[src/rtl/fetch_pkg.sv]
package fetch_pkg;

  typedef enum logic [1:0] {
    ST_IDLE     = 2'b00,
    ST_SET_MAR  = 2'b01,
    ST_GET_DATA = 2'b10
  } fetch_state_t;

  typedef struct packed {
    logic marEn;
    logic irEn;
    logic pcEn;
    logic mdrEn;
    logic memWrEn;
    logic pcSel;
    logic marSel;
  } fetch_strobes_t;

endpackage

[src/rtl/fetch_ctrl.sv]
module fetch_ctrl
  import fetch_pkg::*;
(
  input  logic           clk,
  input  logic           rstN,
  input  logic           fetchReq,
  output fetch_strobes_t strobes
);

  fetch_state_t state, stateNext;

  always_comb begin
    unique case (state)
      ST_IDLE:     stateNext = fetchReq ? ST_SET_MAR : ST_IDLE;
      ST_SET_MAR:  stateNext = ST_GET_DATA;
      ST_GET_DATA: stateNext = ST_IDLE;
      default:     stateNext = ST_IDLE;
    endcase
  end

  always_ff @(posedge clk) begin
    if (!rstN) state <= ST_IDLE;
    else       state <= stateNext;
  end

  // Each enable is read straight off one state bit.
  always_comb begin
    strobes.marEn   = state[0];
    strobes.irEn    = state[1];
    strobes.pcEn    = state[1];
    strobes.mdrEn   = 1'b0;
    strobes.memWrEn = 1'b0;
    strobes.pcSel   = 1'b0;
    strobes.marSel  = 1'b0;
  end

endmodule

[src/rtl/fetch_dpath.sv]
module fetch_dpath
  import fetch_pkg::*;
#(
  parameter int ADDR_W = 8,
  parameter int DATA_W = 8
) (
  input  logic              clk,
  input  logic              rstN,
  input  fetch_strobes_t    strobes,
  input  logic [ADDR_W-1:0] aluBus,
  input  logic [DATA_W-1:0] memRdData,
  output logic [ADDR_W-1:0] memAddr,
  output logic [DATA_W-1:0] instr,
  output logic [DATA_W-1:0] mdrData
);

  logic [ADDR_W-1:0] pcReg, marReg, pcInc, pcNext, marNext;
  logic [ADDR_W-1:0] carry;

  // Ripple chain of half adders adding one.
  assign carry[0] = 1'b1;
  for (genvar i = 0; i < ADDR_W; i++) begin : g_halfAdd
    assign pcInc[i] = pcReg[i] ^ carry[i];
    if (i < ADDR_W - 1) begin : g_carry
      assign carry[i+1] = pcReg[i] & carry[i];
    end
  end

  assign pcNext  = strobes.pcSel  ? aluBus : pcInc;
  assign marNext = strobes.marSel ? aluBus : pcReg;

  always_ff @(posedge clk) begin
    if (!rstN) begin
      pcReg   <= '0;
      marReg  <= '0;
      instr   <= '0;
      mdrData <= '0;
    end else begin
      if (strobes.pcEn)  pcReg   <= pcNext;
      if (strobes.marEn) marReg  <= marNext;
      if (strobes.irEn)  instr   <= memRdData;
      if (strobes.mdrEn) mdrData <= memRdData;
    end
  end

  assign memAddr = marReg;

endmodule

[src/rtl/fetch_unit.sv]
module fetch_unit
  import fetch_pkg::*;
#(
  parameter int ADDR_W = 8,
  parameter int DATA_W = 8
) (
  input  logic              clk,
  input  logic              rstN,
  input  logic              fetchReq,
  input  logic [ADDR_W-1:0] aluBus,
  input  logic [DATA_W-1:0] memRdData,
  output logic              marEn,
  output logic              irEn,
  output logic              pcEn,
  output logic              mdrEn,
  output logic              memWrEn,
  output logic              pcSel,
  output logic              marSel,
  output logic [ADDR_W-1:0] memAddr,
  output logic [DATA_W-1:0] instr,
  output logic [DATA_W-1:0] mdrData
);

  fetch_strobes_t strobes;

  fetch_ctrl i_ctrl (
    .clk      (clk),
    .rstN     (rstN),
    .fetchReq (fetchReq),
    .strobes  (strobes)
  );

  fetch_dpath #(.ADDR_W(ADDR_W), .DATA_W(DATA_W)) i_dpath (
    .clk       (clk),
    .rstN      (rstN),
    .strobes   (strobes),
    .aluBus    (aluBus),
    .memRdData (memRdData),
    .memAddr   (memAddr),
    .instr     (instr),
    .mdrData   (mdrData)
  );

  assign marEn   = strobes.marEn;
  assign irEn    = strobes.irEn;
  assign pcEn    = strobes.pcEn;
  assign mdrEn   = strobes.mdrEn;
  assign memWrEn = strobes.memWrEn;
  assign pcSel   = strobes.pcSel;
  assign marSel  = strobes.marSel;

endmodule

[config.mk]
export PLATFORM = sky130hd
export DESIGN_NAME = fetch_unit
export DESIGN_NICKNAME = d
export VERILOG_FILES = /design/src/rtl/fetch_pkg.sv /design/src/rtl/fetch_ctrl.sv /design/src/rtl/fetch_dpath.sv /design/src/rtl/fetch_unit.sv
export SDC_FILE = /design/constraint.sdc
export NUM_CORES = 1
export LEC_CHECK = 0
export ABC_CLOCK_PERIOD_IN_PS = 3550
export BUFFER_PORTS_ARGS = -buffer_cell sky130_fd_sc_hd__buf_2
export CAP_MARGIN = 0
export CORE_UTILIZATION = 45
export DETAILED_ROUTE_END_ITERATION = 8
export PLACE_DENSITY = 0.8
export RECOVER_POWER = 25
export SLEW_MARGIN = 20
export SYNTH_ARGS = -nofsm -noshare
export SYNTH_HDL_FRONTEND = slang
export SYNTH_SLANG_ARGS = --single-unit
export TNS_END_PERCENT = 10
[constraint.sdc]
create_clock -name clk -period 3.55 [get_ports clk]
set_input_delay 0.355 -clock clk [delete_from_list [all_inputs] [get_ports clk]]
set_output_delay 0.355 -clock clk [all_outputs]
set_load 0.01 [all_outputs]
==> summary.md <==
| Metric | Value |
|---|---|
| Status | finished clean |
| Design area | between 0.001 and 0.0015 mm² |
| Final worst-path cycle share | approximately 54% |
| CTS H-tree lvls | 1 |
| Leak | 0.5845 nW |
| Max-slew headroom | between 30% and 40% |
| Most common cell in the synthesized netlist | dfxtp_1 |
| YS warnings | 0 |
| DP HPWL | between 1000 and 1500 µm |
| Setup crit start kind | flip-flop |
| Fin Hold WS | 277.0 ps |
| Final wirelength | roughly 1600 µm |
| Synthesized area per cell | 11.26 µm² |
| RSZ-0062 raised after global routing | no |
| Largest net degree at the start of global routing | 28 |
| Slowest cell on the critical path | dfxtp_1 |
| Post-synthesis sequential area ratio | 44.88% |
| Die span in y | 52.77 µm |
| Synth area leader | dfxtp_1 |
| NumNets Final | approximately 160 |
| Synth Flop Type | dfxtp_1 |
| Max Cap Viol | 0 |
| WP data required | 3190 ps |
| Critical path, cell by cell | buf_2 |
| Number of global-route vias before repair | approximately 630 |
| Mapped Area | roughly 0.0012 mm² |
| RR Startpoint | i_dpath.pcReg[0] |
| # IOs | 50 |
| CTS tree | done |
| Largest stage delay on the critical path | slightly below 1000 ps |
| Post-synth top area share | 44.88% |
| Clock latency on the worst-skew pair | ~320 ps |
| Post-DP Area | 0.001242 mm² |
| 1st-iter DRT viols | 0 |
| Yosys reg bits | 26 |
| Filler-free cell count of the finished design | about 160 |
| Clock tree buffer depth | 2 |
| First-pass GRT wire length | 2663 µm |
| Post-synth top cells | 26 x dfxtp_1, 23 x mux2i_1, 22 x nor2b_1 |
| Core area | 0.002455 mm² |
| Slew Viols, Final | 0 |
| Hold_sp | memRdData[4] |
| Synth cell types | 16 |
| Root Buffer | clkbuf_4 |
| Final Hold Fails | 0 |
| Die area | 0.002785 mm² |
| Worst-path clk slew | between 100 and 150 ps |
| Worst hold path class | input pin to flip-flop |
| Synth async-reset ratio | 0% |
| WL per Instance | between 10 and 15 µm |
| Place WS | 1724 ps |
| Starting density of the core | 47.25% |
| Arrival time worst endpoint | between 1500 and 2000 ps |
| Number of synthesized flops with an enable pin | 0 |
| Post-CTS Setup Repair Bufs | 0 |
| CP Capture Type | primary output |
| Port Buffers | 29 |
| Routed Antenna Nets | 0 |
| Mapped Cells | around 100 |
| # placed instances | 155 |
| Final setup viols | 0 |
| Clk_skew | approximately 12 ps |
| Overflow after GRT | 0 |
| First-pass DRT Iterations | 1 |
| Resized Gates After CTS | 0 |
| Die Width | 52.77 µm |
| CTS buffer count | 3 |
| PD cells | 419.0 mW/mm² |
| ANT cells | 0 |
| PnR worst setup slack | between 1500 and 2000 ps |
| Fmax | 525.0 MHz |
| Worst path buffer plus inverter count | 1 |
| Synth area leaders | dfxtp_1 45%, mux2i_1 20%, nor2b_1 12%, buf_4 8.4%, ha_1 6.5% |
| Critical path origin | i_ctrl.state[1] |
| Row cnt | 18 |
| CP top delay family | flip-flops |
| Final Wtd Congestion | 0.6736 |
| Reg2reg setup slack | 1720 ps |
| DR vias | 712 |
| Min cycle time layout | 1905 ps |
| Initial antenna violation count | 0 |
| Layout cell share with drive strength beyond 1 | roughly a quarter |
| Tightest Pin Transition | 946.4 ps |
| VDD IR-drop max | 0.2562 mV |
| Via density | 4.478 |
| Setup_tns | 0 ps |
| P&R area growth vs syn | 11.33% |
| DRC violations left | 0 |
| CP max FO | 20 |
| Hold_buf cts | 0 |
| Total GRT Usage | 13.47% |
| Clk sink count | 26 |
| WS Path Type | flip-flop to primary output |
flip-flops by register name, summed over array words and instances, names as in the netlist:
signal           cells
i_dpath.instr        8
i_dpath.pcReg        8
i_dpath.memAddr      8
i_ctrl.state         2
per-layer routing:
| metal | wire length [µm] | GRT usage (%) | vias up |
|---|---|---|---|
| li1 | - | - | 364 |
| met1 | 728 | 14.11 | 322 |
| met2 | 782 | 23.63 | 24 |
| met3 | 103 | 3.768 | 2 |
| met4 | 10 | 7.895 | 0 |
| met5 | 0 | 0 | - |
layout make-up:
cell class	count	area, µm²
timing repair buffer	29	141.4
sequential	26	520.5
clock inverter	1	30.03
clock buffer	3	22.52
fill	237	1164
multi-input combinational	70	539.3
tap	30	37.54
report_power, final:
part           switching [mW]  internal [mW]  leakage [nW]
Sequential            0.00869          0.297         0.210
Clock                  0.0854          0.114        0.0279
Combinational          0.0169         0.0191         0.346
per-stage QoR:
stage	power [mW]	util, %
2_1_floorplan	0.3480	-
3_3_place_gp	0.3469	50.61
3_5_place_dp	0.3485	50.61
4_1_cts	0.5500	52.75
5_1_grt	0.5652	52.60
6_report	0.5410	52.60
placed cells by master (no fill, tap or decap):
| master | netlist | layout |
|---|---|---|
| conb_1 | 1 | 12 |
| clkbuf_4 | 0 | 3 |
| nor2b_1 | 22 | 22 |
| nand2_1 | 2 | 2 |
| clkbuf_1 | 2 | 3 |
| dfxtp_1 | 26 | 26 |
| ha_1 | 6 | 6 |
| and3b_2 | 1 | 1 |
| bufinv_16 | 0 | 1 |
| mux2i_1 | 23 | 23 |
| xor2_1 | 1 | 1 |
| nand2b_1 | 1 | 1 |
| and2_1 | 1 | 1 |
| and4bb_2 | 1 | 1 |
| buf_2 | 1 | 26 |
path summary, 6_finish.rpt:
kind / endpoint / depth (start not counted)
hold / removal: i_dpath.instr[4] / 3
setup reg to reg: i_dpath.pcReg[6] / 8
hold reg to reg: i_dpath.pcReg[7] / 2
setup / recovery: irEn / 1
kinds of logic (layout without fill, tap and decap cells):
| kind of cell | after synthesis | count (layout) | synth area share (%) |
|---|---|---|---|
| other cells | 1 | 12 | 0.3233 |
| xor+xnor | 1 | 1 | 0.7553 |
| mux | 23 | 23 | 19.85 |
| flops | 26 | 26 | 44.88 |
| fa+ha+maj | 6 | 6 | 6.472 |
| buf+inv | 18 | 33 | 12.19 |
| simple gates | 28 | 28 | 15.53 |
Note: power is estimated with default switching activity, not from simulation.
